$ cat src/rtl/msw_pkg.sv
package msw_pkg;
    localparam int DIGIT_W  = 4;
    localparam int DIGIT_MAX = 9;

    localparam logic [2:0] ADDR_UNITS    = 3'd0;
    localparam logic [2:0] ADDR_TENS     = 3'd1;
    localparam logic [2:0] ADDR_HUNDREDS = 3'd2;
    localparam logic [2:0] ADDR_CTRL_A   = 3'd3;
    localparam logic [2:0] ADDR_CTRL_B   = 3'd4;

    // CTRL_A bit positions
    localparam int A_RUN_EN   = 0;
    localparam int A_PIN_MODE = 1;
    localparam int A_CLEAR    = 2;
    // CTRL_B bit positions
    localparam int B_EDGE_RISE = 0;
    localparam int B_DEB_SLOW  = 1;
    localparam int B_IRQ_SEC   = 2;
    localparam int B_OVF       = 3;

    typedef enum logic {
        ST_HALT  = 1'b0,
        ST_COUNT = 1'b1
    } run_state_e;
endpackage

$ cat src/rtl/msw_debounce.sv
module msw_debounce #(
    parameter int   SYNC_STAGES = 2,
    parameter logic IDLE_LEVEL  = 1'b1
) (
    input  logic clk,
    input  logic rst_n,
    input  logic pin_async,
    input  logic tick_fine,
    input  logic tick_coarse,
    input  logic sel_coarse,
    output logic pin_clean
);
    localparam int MSB = SYNC_STAGES - 1;

    logic [SYNC_STAGES-1:0] sync_q;
    logic                   prev_q;
    logic                   clean_q;
    logic                   sample_tick;

    generate
        if (SYNC_STAGES == 1) begin : g_sync1
            always_ff @(posedge clk or negedge rst_n) begin
                if (!rst_n) sync_q <= IDLE_LEVEL;
                else        sync_q <= pin_async;
            end
        end else begin : g_syncn
            always_ff @(posedge clk or negedge rst_n) begin
                if (!rst_n) sync_q <= {SYNC_STAGES{IDLE_LEVEL}};
                else        sync_q <= {sync_q[SYNC_STAGES-2:0], pin_async};
            end
        end
    endgenerate

    assign sample_tick = sel_coarse ? tick_coarse : tick_fine;

    always_ff @(posedge clk or negedge rst_n) begin
        if (!rst_n) begin
            prev_q  <= IDLE_LEVEL;
            clean_q <= IDLE_LEVEL;
        end else if (sample_tick) begin
            prev_q <= sync_q[MSB];
            if (sync_q[MSB] == prev_q) clean_q <= prev_q;
        end
    end

    assign pin_clean = clean_q;
endmodule

$ cat src/rtl/msw_bcd_digit.sv
module msw_bcd_digit
    import msw_pkg::*;
(
    input  logic               clk,
    input  logic               rst_n,
    input  logic               clr,
    input  logic               carry_in,
    output logic [DIGIT_W-1:0] digit,
    output logic               carry_out
);
    logic [DIGIT_W-1:0] digit_q;
    logic               at_max;

    assign at_max = (digit_q == DIGIT_W'(DIGIT_MAX));

    always_ff @(posedge clk or negedge rst_n) begin
        if (!rst_n)        digit_q <= '0;
        else if (clr)      digit_q <= '0;
        else if (carry_in) digit_q <= at_max ? '0 : digit_q + 1'b1;
    end

    assign digit     = digit_q;
    assign carry_out = carry_in & at_max;
endmodule

$ cat src/rtl/msw_run_ctl.sv
module msw_run_ctl
    import msw_pkg::*;
(
    input  logic clk,
    input  logic rst_n,
    input  logic pin_mode,
    input  logic run_en,
    input  logic trig_evt,
    output logic running
);
    run_state_e state_q, state_d;

    // next-state logic
    always_comb begin
        state_d = state_q;
        unique case (state_q)
            ST_HALT: begin
                if (pin_mode) begin
                    if (trig_evt) state_d = ST_COUNT;      // PIN_START
                end else if (run_en) begin
                    state_d = ST_COUNT;                    // START_CPU
                end
            end
            ST_COUNT: begin
                if (pin_mode) begin
                    if (trig_evt) state_d = ST_HALT;       // PIN_STOP
                end else if (!run_en) begin
                    state_d = ST_HALT;                     // STOP_CPU
                end
            end
            default: state_d = ST_HALT;
        endcase
    end

    // state register
    always_ff @(posedge clk or negedge rst_n) begin
        if (!rst_n) state_q <= ST_HALT;
        else        state_q <= state_d;
    end

    // outputs
    always_comb begin
        unique case (state_q)
            ST_COUNT: running = 1'b1;
            default:  running = 1'b0;
        endcase
    end
endmodule

$ cat src/rtl/msw_top.sv
module msw_top
    import msw_pkg::*;
#(
    parameter int N_DIGITS    = 3,
    parameter int ADDR_W      = 3,
    parameter int DATA_W      = 8,
    parameter int SYNC_STAGES = 2
) (
    input  logic              clk,
    input  logic              rst_n,
    input  logic              tick_1k,
    input  logic              tick_fine,
    input  logic              tick_coarse,
    input  logic              pin_in,
    input  logic              bus_wr,
    input  logic              bus_rd,
    input  logic [ADDR_W-1:0] bus_addr,
    input  logic [DATA_W-1:0] bus_wdata,
    output logic [DATA_W-1:0] bus_rdata,
    output logic              irq
);
    localparam int CNT_W   = DIGIT_W * N_DIGITS;
    localparam int TENTH_C = 2;   // carry into the hundreds digit

    logic run_en_q, pin_mode_q;
    logic edge_rise_q, deb_slow_q, irq_sec_q, ovf_q, irq_q;
    logic pin_clean, trig_lvl, trig_q, trig_evt, running;
    logic wr_a, wr_b, rd_b, count_clr;
    logic [N_DIGITS:0]  carry;
    logic [CNT_W-1:0]   count;
    logic unused_wdata;

    assign unused_wdata = ^bus_wdata[DATA_W-1:3];

    assign wr_a      = bus_wr && (bus_addr == ADDR_CTRL_A);
    assign wr_b      = bus_wr && (bus_addr == ADDR_CTRL_B);
    assign rd_b      = bus_rd && (bus_addr == ADDR_CTRL_B);
    assign count_clr = wr_a && bus_wdata[A_CLEAR];

    // control registers
    always_ff @(posedge clk or negedge rst_n) begin
        if (!rst_n) begin
            run_en_q    <= 1'b0;
            pin_mode_q  <= 1'b0;
            edge_rise_q <= 1'b0;
            deb_slow_q  <= 1'b0;
            irq_sec_q   <= 1'b0;
        end else begin
            if (wr_a) begin
                run_en_q   <= bus_wdata[A_RUN_EN];
                pin_mode_q <= bus_wdata[A_PIN_MODE];
            end
            if (wr_b) begin
                edge_rise_q <= bus_wdata[B_EDGE_RISE];
                deb_slow_q  <= bus_wdata[B_DEB_SLOW];
                irq_sec_q   <= bus_wdata[B_IRQ_SEC];
            end
        end
    end

    msw_debounce #(
        .SYNC_STAGES (SYNC_STAGES),
        .IDLE_LEVEL  (1'b1)
    ) u_deb (
        .clk         (clk),
        .rst_n       (rst_n),
        .pin_async   (pin_in),
        .tick_fine   (tick_fine),
        .tick_coarse (tick_coarse),
        .sel_coarse  (deb_slow_q),
        .pin_clean   (pin_clean)
    );

    // edge selection before the edge detector
    assign trig_lvl = pin_clean ^ ~edge_rise_q;

    always_ff @(posedge clk or negedge rst_n) begin
        if (!rst_n) trig_q <= 1'b0;
        else        trig_q <= trig_lvl;
    end

    assign trig_evt = pin_mode_q & trig_lvl & ~trig_q;

    msw_run_ctl u_ctl (
        .clk      (clk),
        .rst_n    (rst_n),
        .pin_mode (pin_mode_q),
        .run_en   (run_en_q),
        .trig_evt (trig_evt),
        .running  (running)
    );

    // digit chain
    assign carry[0] = tick_1k & running;

    generate
        for (genvar g = 0; g < N_DIGITS; g++) begin : g_digit
            msw_bcd_digit u_dig (
                .clk       (clk),
                .rst_n     (rst_n),
                .clr       (count_clr),
                .carry_in  (carry[g]),
                .digit     (count[g*DIGIT_W +: DIGIT_W]),
                .carry_out (carry[g+1])
            );
        end
    endgenerate

    // overflow flag and interrupt pulse
    always_ff @(posedge clk or negedge rst_n) begin
        if (!rst_n) begin
            ovf_q <= 1'b0;
            irq_q <= 1'b0;
        end else begin
            if (carry[N_DIGITS] && !count_clr) ovf_q <= 1'b1;
            else if (rd_b)                     ovf_q <= 1'b0;
            irq_q <= !count_clr && (irq_sec_q ? carry[N_DIGITS] : carry[TENTH_C]);
        end
    end

    assign irq = irq_q;

    // read mux
    always_comb begin
        bus_rdata = '0;
        unique case (bus_addr)
            ADDR_UNITS:    bus_rdata[DIGIT_W-1:0] = count[0 +: DIGIT_W];
            ADDR_TENS:     bus_rdata[DIGIT_W-1:0] = count[DIGIT_W +: DIGIT_W];
            ADDR_HUNDREDS: bus_rdata[DIGIT_W-1:0] = count[2*DIGIT_W +: DIGIT_W];
            ADDR_CTRL_A: begin
                bus_rdata[A_RUN_EN]   = run_en_q;
                bus_rdata[A_PIN_MODE] = pin_mode_q;
            end
            ADDR_CTRL_B: begin
                bus_rdata[B_EDGE_RISE] = edge_rise_q;
                bus_rdata[B_DEB_SLOW]  = deb_slow_q;
                bus_rdata[B_IRQ_SEC]   = irq_sec_q;
                bus_rdata[B_OVF]       = ovf_q;
            end
            default: bus_rdata = '0;
        endcase
    end
endmodule

$ cat config.mk
export PLATFORM = sky130hd
export DESIGN_NAME = msw_top
export DESIGN_NICKNAME = d
export VERILOG_FILES = /design/src/rtl/msw_pkg.sv /design/src/rtl/msw_debounce.sv /design/src/rtl/msw_bcd_digit.sv /design/src/rtl/msw_run_ctl.sv /design/src/rtl/msw_top.sv
export SDC_FILE = /design/constraint.sdc
export NUM_CORES = 1
export LEC_CHECK = 0
export ABC_AREA = 0
export BUFFER_PORTS_ARGS = -buffer_cell sky130_fd_sc_hd__buf_2
export CAP_MARGIN = 40
export CORE_ASPECT_RATIO = 0.9
export CORE_MARGIN = 3
export CORE_UTILIZATION = 50
export DETAILED_ROUTE_END_ITERATION = 10
export GPL_TIMING_DRIVEN = 0
export PLACE_DENSITY = 0.73
export REMOVE_ABC_BUFFERS = 1
export SYNTH_ARGS = -nofsm -noshare
export SYNTH_HDL_FRONTEND = slang
export SYNTH_SLANG_ARGS = --single-unit
$ cat constraint.sdc
create_clock -name clk -period 1.7 [get_ports clk]
set_input_delay 0.255 -clock clk [delete_from_list [all_inputs] [get_ports clk]]
set_output_delay 0.255 -clock clk [all_outputs]
set_load 0.01 [all_outputs]
==> parameters.txt, run 1 <==
Parameter                              Value

Status
  Status    completed

Detailed routing
  Wirelength, routed    3.328 mm
  Average vias per placed instance    5.792
  Number of detailed-route iterations in the first pass    4
  Routed vias    1,228
  Remaining antenna violation count    0
  Number of DRC markers after the initial detailed-route iteration    65
  Wire per inst    15.70 um
  Post-route DRC violation count    0

Layout
  Post-synthesis to final-layout area growth    16.29%
  Ratio of cells with drive above 1 in the final layout    0.3372
  Post-route standard cell area excluding fillers    1759 um^2
  Util after Layout    0.6249
  Number of antenna diodes    0
  Number of flip-flops under the largest register name    12
  Final layout net count    198

Floorplanning
  I/O pins    28
  Initial cell density of the core    0.5373
  Horizontal extent of the die    63.98 um
  Std-Cell Rows    18
  Die Ht    58.18 um
  Placeable core region    2815 um^2
  Floorplan die area    3722 um^2

Setup path
  Critical Path Start    g_digit[2].u_dig.digit[0]
  Crit path to    bus_rdata[0]
  Worst-case reg-to-reg path depth    5
  Critical path endpoint category    primary output
  Critical path arrival    1430 ps
  Critical Path Source Type    flip-flop
  Critical path fanouts, max    2
  Required time at the endpoint of the critical path    1440 ps
  Reg-to-reg endpoint    g_digit[1].u_dig.digit[3]
  Reg-to-reg slack, setup    20 ps
  Beginning of the worst register-to-register path    g_digit[0].u_dig.digit[0]
  Crit Path Category    reg -> out

STA
  Pins Over Slew Limit    0
  Highest achievable clock rate    0.5920 GHz
  Setup Skew    2.034 ps
  Final hold vios    0
  Worst-Margin Slew    920.7 ps
  Unrepaired setup endpoints after global routing    true
  Worst max-slew margin expressed relative to the limit    0.3839
  Post-layout min period    1689 ps
  Final Setup Violations    0
  Period utilisation layout    0.9936
  Worst hold slack after final layout    162.8 ps

Clock network
  Number of sinks driven by the clock tree    25
  Master cell of the clock root buffer    clkbuf_4
  CTS Buf Count    3
  Worst-path clk slew    140 ps
  Clock latency reported for the late side of the worst-skew pair    330 ps
  CTS tree    done
  CTS max path bufs    2
  Number of H-tree levels    1

Logic synthesis
  Count of mapped cells out of synthesis    149
  Share of async-settable or async-resettable flops after synthesis    1.000
  Count of distinct cell types in the synthesized netlist    47
  Mean Syn Cell Area    10.15 um^2
  Sequential cell area fraction in the yosys report    0.4169
  Summed instance area of the synthesized netlist    1513 um^2
  Synth Register Bits    25
  Number of synthesized flops with an enable pin    0
  YS warnings    0
  Predominant post-synthesis flop cell    dfrtp_1

Power
  Logic gate share of total power    0.365
  Overall power consumption    1.966 mW
  Reported leakage power    0.7576 nW
  Total power divided by cell area    1118 nW/um^2
  Power spent charging and discharging nets    752.4 uW
  Fraction of power consumed by the clock network    0.144
  Sw frac    0.3826
  Int Pwr    1.214 mW
  Sequential cell fraction of total power    0.492
  Max rail drop VDD    0.9323 mV

Worst hold path
  Worst min-delay path class    in -> reg

Global routing
  Fraction of met1 tracks used by global routing    0.2140
  GR Util All Layers    0.1759
  Wire length of the first global-routing pass    5.133 mm
  Met3 demand-to-capacity share in global routing    0.04070
  Total overflow reported by the global router    0
  Largest net degree at the start of global routing    26
  Vias in the first global route    1,157
  Global route hottest layer    met2
  Met2 routing resource usage after global routing    0.3122
  Number of antenna violations at the first check in global routing    0

Placement
  Number of buffers inserted by port buffering    18
  HPWL after detailed placement    2.252 mm
  Total placed instance area    1599 um^2
  Final weighted congestion of routability-driven global placement    0.8007

Flow run
  Number of maximum-capacitance constraint violations    0
## critical path, cell delays in order (launching register included)
cell	delay, ps
dfrtp_1	430
mux2_4	280
a22oi_2	150
o22ai_1	100
buf_2	150
## per-layer routing
| metal | up-vias | share of wire |
|---|---|---|
| met4 | 0 | 0.0045 |
| met5 | - | 0 |
| met3 | 2 | 0.039 |
| met2 | 27 | 0.52 |
| met1 | 601 | 0.44 |
| li1 | 598 | - |
## layout by cell type, fill, tap and decap left out, types with 2 or more instances in the layout
master         Yosys  final
clkbuf_4           0      3
or3_1              3      3
o22ai_1            3      3
inv_1              6      5
and3b_1            3      3
buf_2              4     18
o21a_1             3      3
a22oi_1            3      2
dfrtp_1           21     15
a31oi_1            3      2
nand4b_1           3      3
a21oi_2            1      2
dfrtp_2            0      6
conb_1             1      4
ha_1               6      4
nand3_1            5      5
or4_4              1      2
buf_4              4      5
nor2b_1            3      3
o31ai_1            3      2
nor2_1             6      6
dfstp_2            4      4
o21ai_0            8      8
dlygate4sd3_1      0      2
mux2_2             7      6
nand3b_1           4      4
a21oi_1           10      9
nand2_1            7      6
mux2i_1            5      5
## worst min path at each step
| stage | from | to | slack, ps | cells past startpoint |
|---|---|---|---|---|
| floorplan | rst_n | deb_slow_q | -40 | 0 |
| global placement | rst_n | g_digit[2].u_dig.digit[0] | 260 | 1 |
| detailed placement | rst_n | g_digit[2].u_dig.digit[0] | 280 | 1 |
| CTS | bus_wdata[2] | irq_sec_q | 150 | 2 |
| global route | bus_wdata[2] | irq_sec_q | 160 | 2 |
| finish | bus_wdata[2] | irq_sec_q | 160 | 2 |
## layout make-up
type,instances,area [um^2]
Fill cell,240,1056
Clock buffer,3,22.52
Tap cell,40,50.05
Timing Repair Buffer,26,158.9
Sequential cell,25,638.1
Inverter,6,22.52
Multi-Input combinational cell,111,859.6
Clock inverter,1,7.507
## timing repair
action | 4_1_cts | 5_1_grt
gates resized for setup | 3 | 16
buffers inserted | 4 | 2
hold buffers | 2 | 0
pin swaps | 2 | 1
endpoints found under the setup margin | 5 | 8
endpoints found under the hold margin | 22 | 0
## cell usage after synthesis, types with 2 or more instances
master	count	area (um^2)
nand3b_1	4	30.03
ha_1	6	75.07
o21ai_0	8	40.04
mux2i_1	5	50.05
buf_4	4	30.03
or4_1	2	15.01
or3_1	3	18.77
and3b_1	3	26.28
dfstp_2	4	105.1
nor2_1	6	22.52
nand4b_1	3	26.28
o22ai_1	3	18.77
a31oi_1	3	18.77
o31ai_1	3	22.52
mux2_2	7	78.83
inv_1	6	22.52
a21oi_1	10	50.05
nor2b_1	3	18.77
nand2_1	7	26.28
o21a_1	3	22.52
a22oi_1	3	22.52
dfrtp_1	21	525.5
buf_2	4	20.02
nand3_1	5	25.02
## power by group through the flow
stage	Sequential, mW	Clock, mW	Combinational (mW)
floorplan	0.894	0	0.414
global placement	0.947	0	0.515
detailed placement	0.958	0	0.547
CTS	0.941	0.292	0.608
global route	0.987	0.314	0.800
finish	0.967	0.282	0.717
## through the flow
stage          cells  setup WS, ps  TNS [ps]
4_1_cts          210        -2.759    -2.759
3_3_place_gp     200        -72.13    -72.13
5_1_grt          212        -70.09    -153.7
6_report         212         10.81         0
3_5_place_dp     200        -173.3    -280.8
2_1_floorplan    142         70.86         0
## logic make-up (layout without fill, tap and decap cells)
kind of cell    after synthesis  in the layout  share of synthesized area
simple gates                 47             47                     0.2051
compound gates               41             41                     0.1770
flops                        25             25                     0.4169
buf+inv                      16             36                    0.05790
mux                          12             12                    0.08520
fa+ha+maj                     6              6                    0.04963
other cells                   1              4                   0.002479
xor+xnor                      1              1                   0.005791
Power figures use the tool's default switching activity.
==> run 2: changes to the inputs <==
--- a/config.mk
+++ b/config.mk
@@ -9,7 +9,7 @@
 export BUFFER_PORTS_ARGS = -buffer_cell sky130_fd_sc_hd__buf_2
 export CAP_MARGIN = 40
 export CORE_ASPECT_RATIO = 0.9
-export CORE_MARGIN = 3
+export CORE_MARGIN = 8
 export CORE_UTILIZATION = 50
 export DETAILED_ROUTE_END_ITERATION = 10
 export GPL_TIMING_DRIVEN = 0
==> parameters.txt, run 2 (synthesis results as in run 1) <==
Parameter                              Value

Status
  Status    completed

Power
  Int Pwr    1.253 mW
  Sequential cell fraction of total power    0.479
  Power spent charging and discharging nets    744.2 uW
  Reported leakage power    0.7709 nW
  Logic gate share of total power    0.386
  Total power divided by cell area    1126 nW/um^2
  Overall power consumption    1.997 mW
  Fraction of power consumed by the clock network    0.135
  Sw frac    0.3726
  Max rail drop VDD    0.9171 mV

Floorplanning
  Horizontal extent of the die    73.98 um
  Placeable core region    2972 um^2
  Initial cell density of the core    0.5091
  Die Ht    68.18 um
  Std-Cell Rows    19
  I/O pins    28
  Floorplan die area    5044 um^2

Setup path
  Buffers plus inverters on the worst setup path    1
  Crit Path Category    reg -> out
  Critical path endpoint category    primary output
  Critical Path Start    g_digit[2].u_dig.digit[0]
  Gate family responsible for the most delay along the worst path    flip-flops
  Critical path fanouts, max    2
  Required time at the endpoint of the critical path    1440 ps
  Beginning of the worst register-to-register path    g_digit[1].u_dig.digit[0]
  Critical path arrival    1430 ps
  Critical Path Source Type    flip-flop
  CP Cell Sequence    mux2_2, a22oi_2, o22ai_1, buf_2
  Largest stage delay on the critical path    440 ps
  Slowest CP cell    dfrtp_2

Layout
  Most common cell after layout, fill and taps aside    buf_2
  Number of flip-flops under the largest register name    12
  Leading cell types in the layout, fill and taps excluded    buf_2 (18), dfrtp_1 (14), a21oi_1 (10)
  Post-synthesis to final-layout area growth    17.29%
  Post-route non-filler standard cell count    218
  Final layout net count    202
  Ratio of cells with drive above 1 in the final layout    0.3352
  Util after Layout    0.5971
  Number of antenna diodes    0

Clock network
  Number of H-tree levels    1
  Worst-path clk slew    140 ps
  CTS tree    done
  Number of sinks driven by the clock tree    25
  CTS max path bufs    2
  Clock latency reported for the late side of the worst-skew pair    320 ps
  CTS Buf Count    3
  Master cell of the clock root buffer    clkbuf_4

STA
  Highest achievable clock rate    0.5934 GHz
  Pins Over Slew Limit    0
  Final Setup Violations    0
  Worst-Margin Slew    808.7 ps
  Period utilisation layout    0.9912
  Post-layout min period    1685 ps
  Unrepaired setup endpoints after global routing    true
  Worst max-slew margin expressed relative to the limit    0.4589
  Setup Skew    11.65 ps
  Final hold vios    0

Placement
  HPWL after detailed placement    2.352 mm
  Final weighted congestion of routability-driven global placement    0.8344
  # placed instances    202
  Number of buffers inserted by port buffering    18

Global routing
  Total overflow reported by the global router    0
  Largest net degree at the start of global routing    26
  Number of antenna violations at the first check in global routing    0
  GR Util All Layers    0.1430
  Vias in the first global route    1,165
  Wire length of the first global-routing pass    5.658 mm

Detailed routing
  Post-route DRC violation count    0
  Wire length on met3    198 um
  Number of DRC markers after the initial detailed-route iteration    65
  Remaining antenna violation count    0
  Wirelength, routed    3.577 mm
  Met1 Routed Length    1.561 mm
  Average vias per placed instance    5.826
  Routed length on met2    1.800 mm
  Wire per inst    16.41 um
  Uppermost metal layer occupied by signal nets    met4
  Routed vias    1,270
  Number of detailed-route iterations in the first pass    5

Flow run
  Number of maximum-capacitance constraint violations    0

Worst hold path
  Worst min-delay path class    in -> reg
  Worst min-delay path startpoint    bus_wdata[0]
==> run 2: cell count changes in the layout (fill, tap and decap cells not counted), sizes merged <==
| cell | before | now |
|---|---|---|
| buf | 24 | 28 |
| clkbuf | 3 | 4 |
| clkinvlp | 1 | 0 |
==> run 2: final timing paths <==
path / slack (ps) / cells after the start / to
max in group asynchronous: 830 / 2 / g_digit[1].u_dig.digit[1]
setup reg to reg: 80 / 4 / g_digit[1].u_dig.digit[1]
hold / removal: 180 / 2 / edge_rise_q
setup / recovery: 10 / 4 / bus_rdata[0]
hold reg to reg: 370 / 0 / u_deb.sync_q[1]
min in group asynchronous: 450 / 2 / g_digit[2].u_dig.digit[1]
==> run 2: metal layers <==
layer / GRT usage / vias to the layer above
met4: 0.02239 / 0
li1: - / 612
met1: 0.1919 / 618
met2: 0.2292 / 38
met5: 0 / -
met3: 0.03807 / 2
==> run 2: metrics by stage <==
step           hold slack [ps]  setup slack (ps)  cell area [um^2]  TNS (ps)
2_1_floorplan           -40.59             70.86              1459         0
3_3_place_gp             274.6            -85.21              1602    -86.64
3_5_place_dp             275.0            -172.2              1602    -482.1
4_1_cts                  11.55            -7.382              1677    -7.382
5_1_grt                  168.0            -41.88              1774    -52.25
6_report                 178.6             14.92              1774         0
==> run 2: final cells by class <==
cell class                      instances  area (um^2)
Multi-Input combinational cell        111        844.6
Tap cell                               42        52.55
Timing Repair Buffer                   30        188.9
Sequential cell                        25        639.4
Fill cell                             259         1197
Clock buffer                            4        26.28
Inverter                                6        22.52
==> run 2: power groups by stage <==
stage	clock, mW	sequential, mW	combinational, mW
after floorplan	0	0.894	0.414
after global placement	0	0.947	0.520
after detailed placement	0	0.961	0.543
after CTS	0.277	0.946	0.593
after global routing	0.305	0.977	0.873
final	0.269	0.956	0.772
==> run 2: repair_timing <==
item | 4_1_cts | 5_1_grt
setup buffers | 4 | 6
pin swaps | 2 | 2
hold buffers | 1 | 1
endpoints found under the setup margin | 5 | 9
resized for setup | 3 | 13
endpoints found under the hold margin | 21 | 1
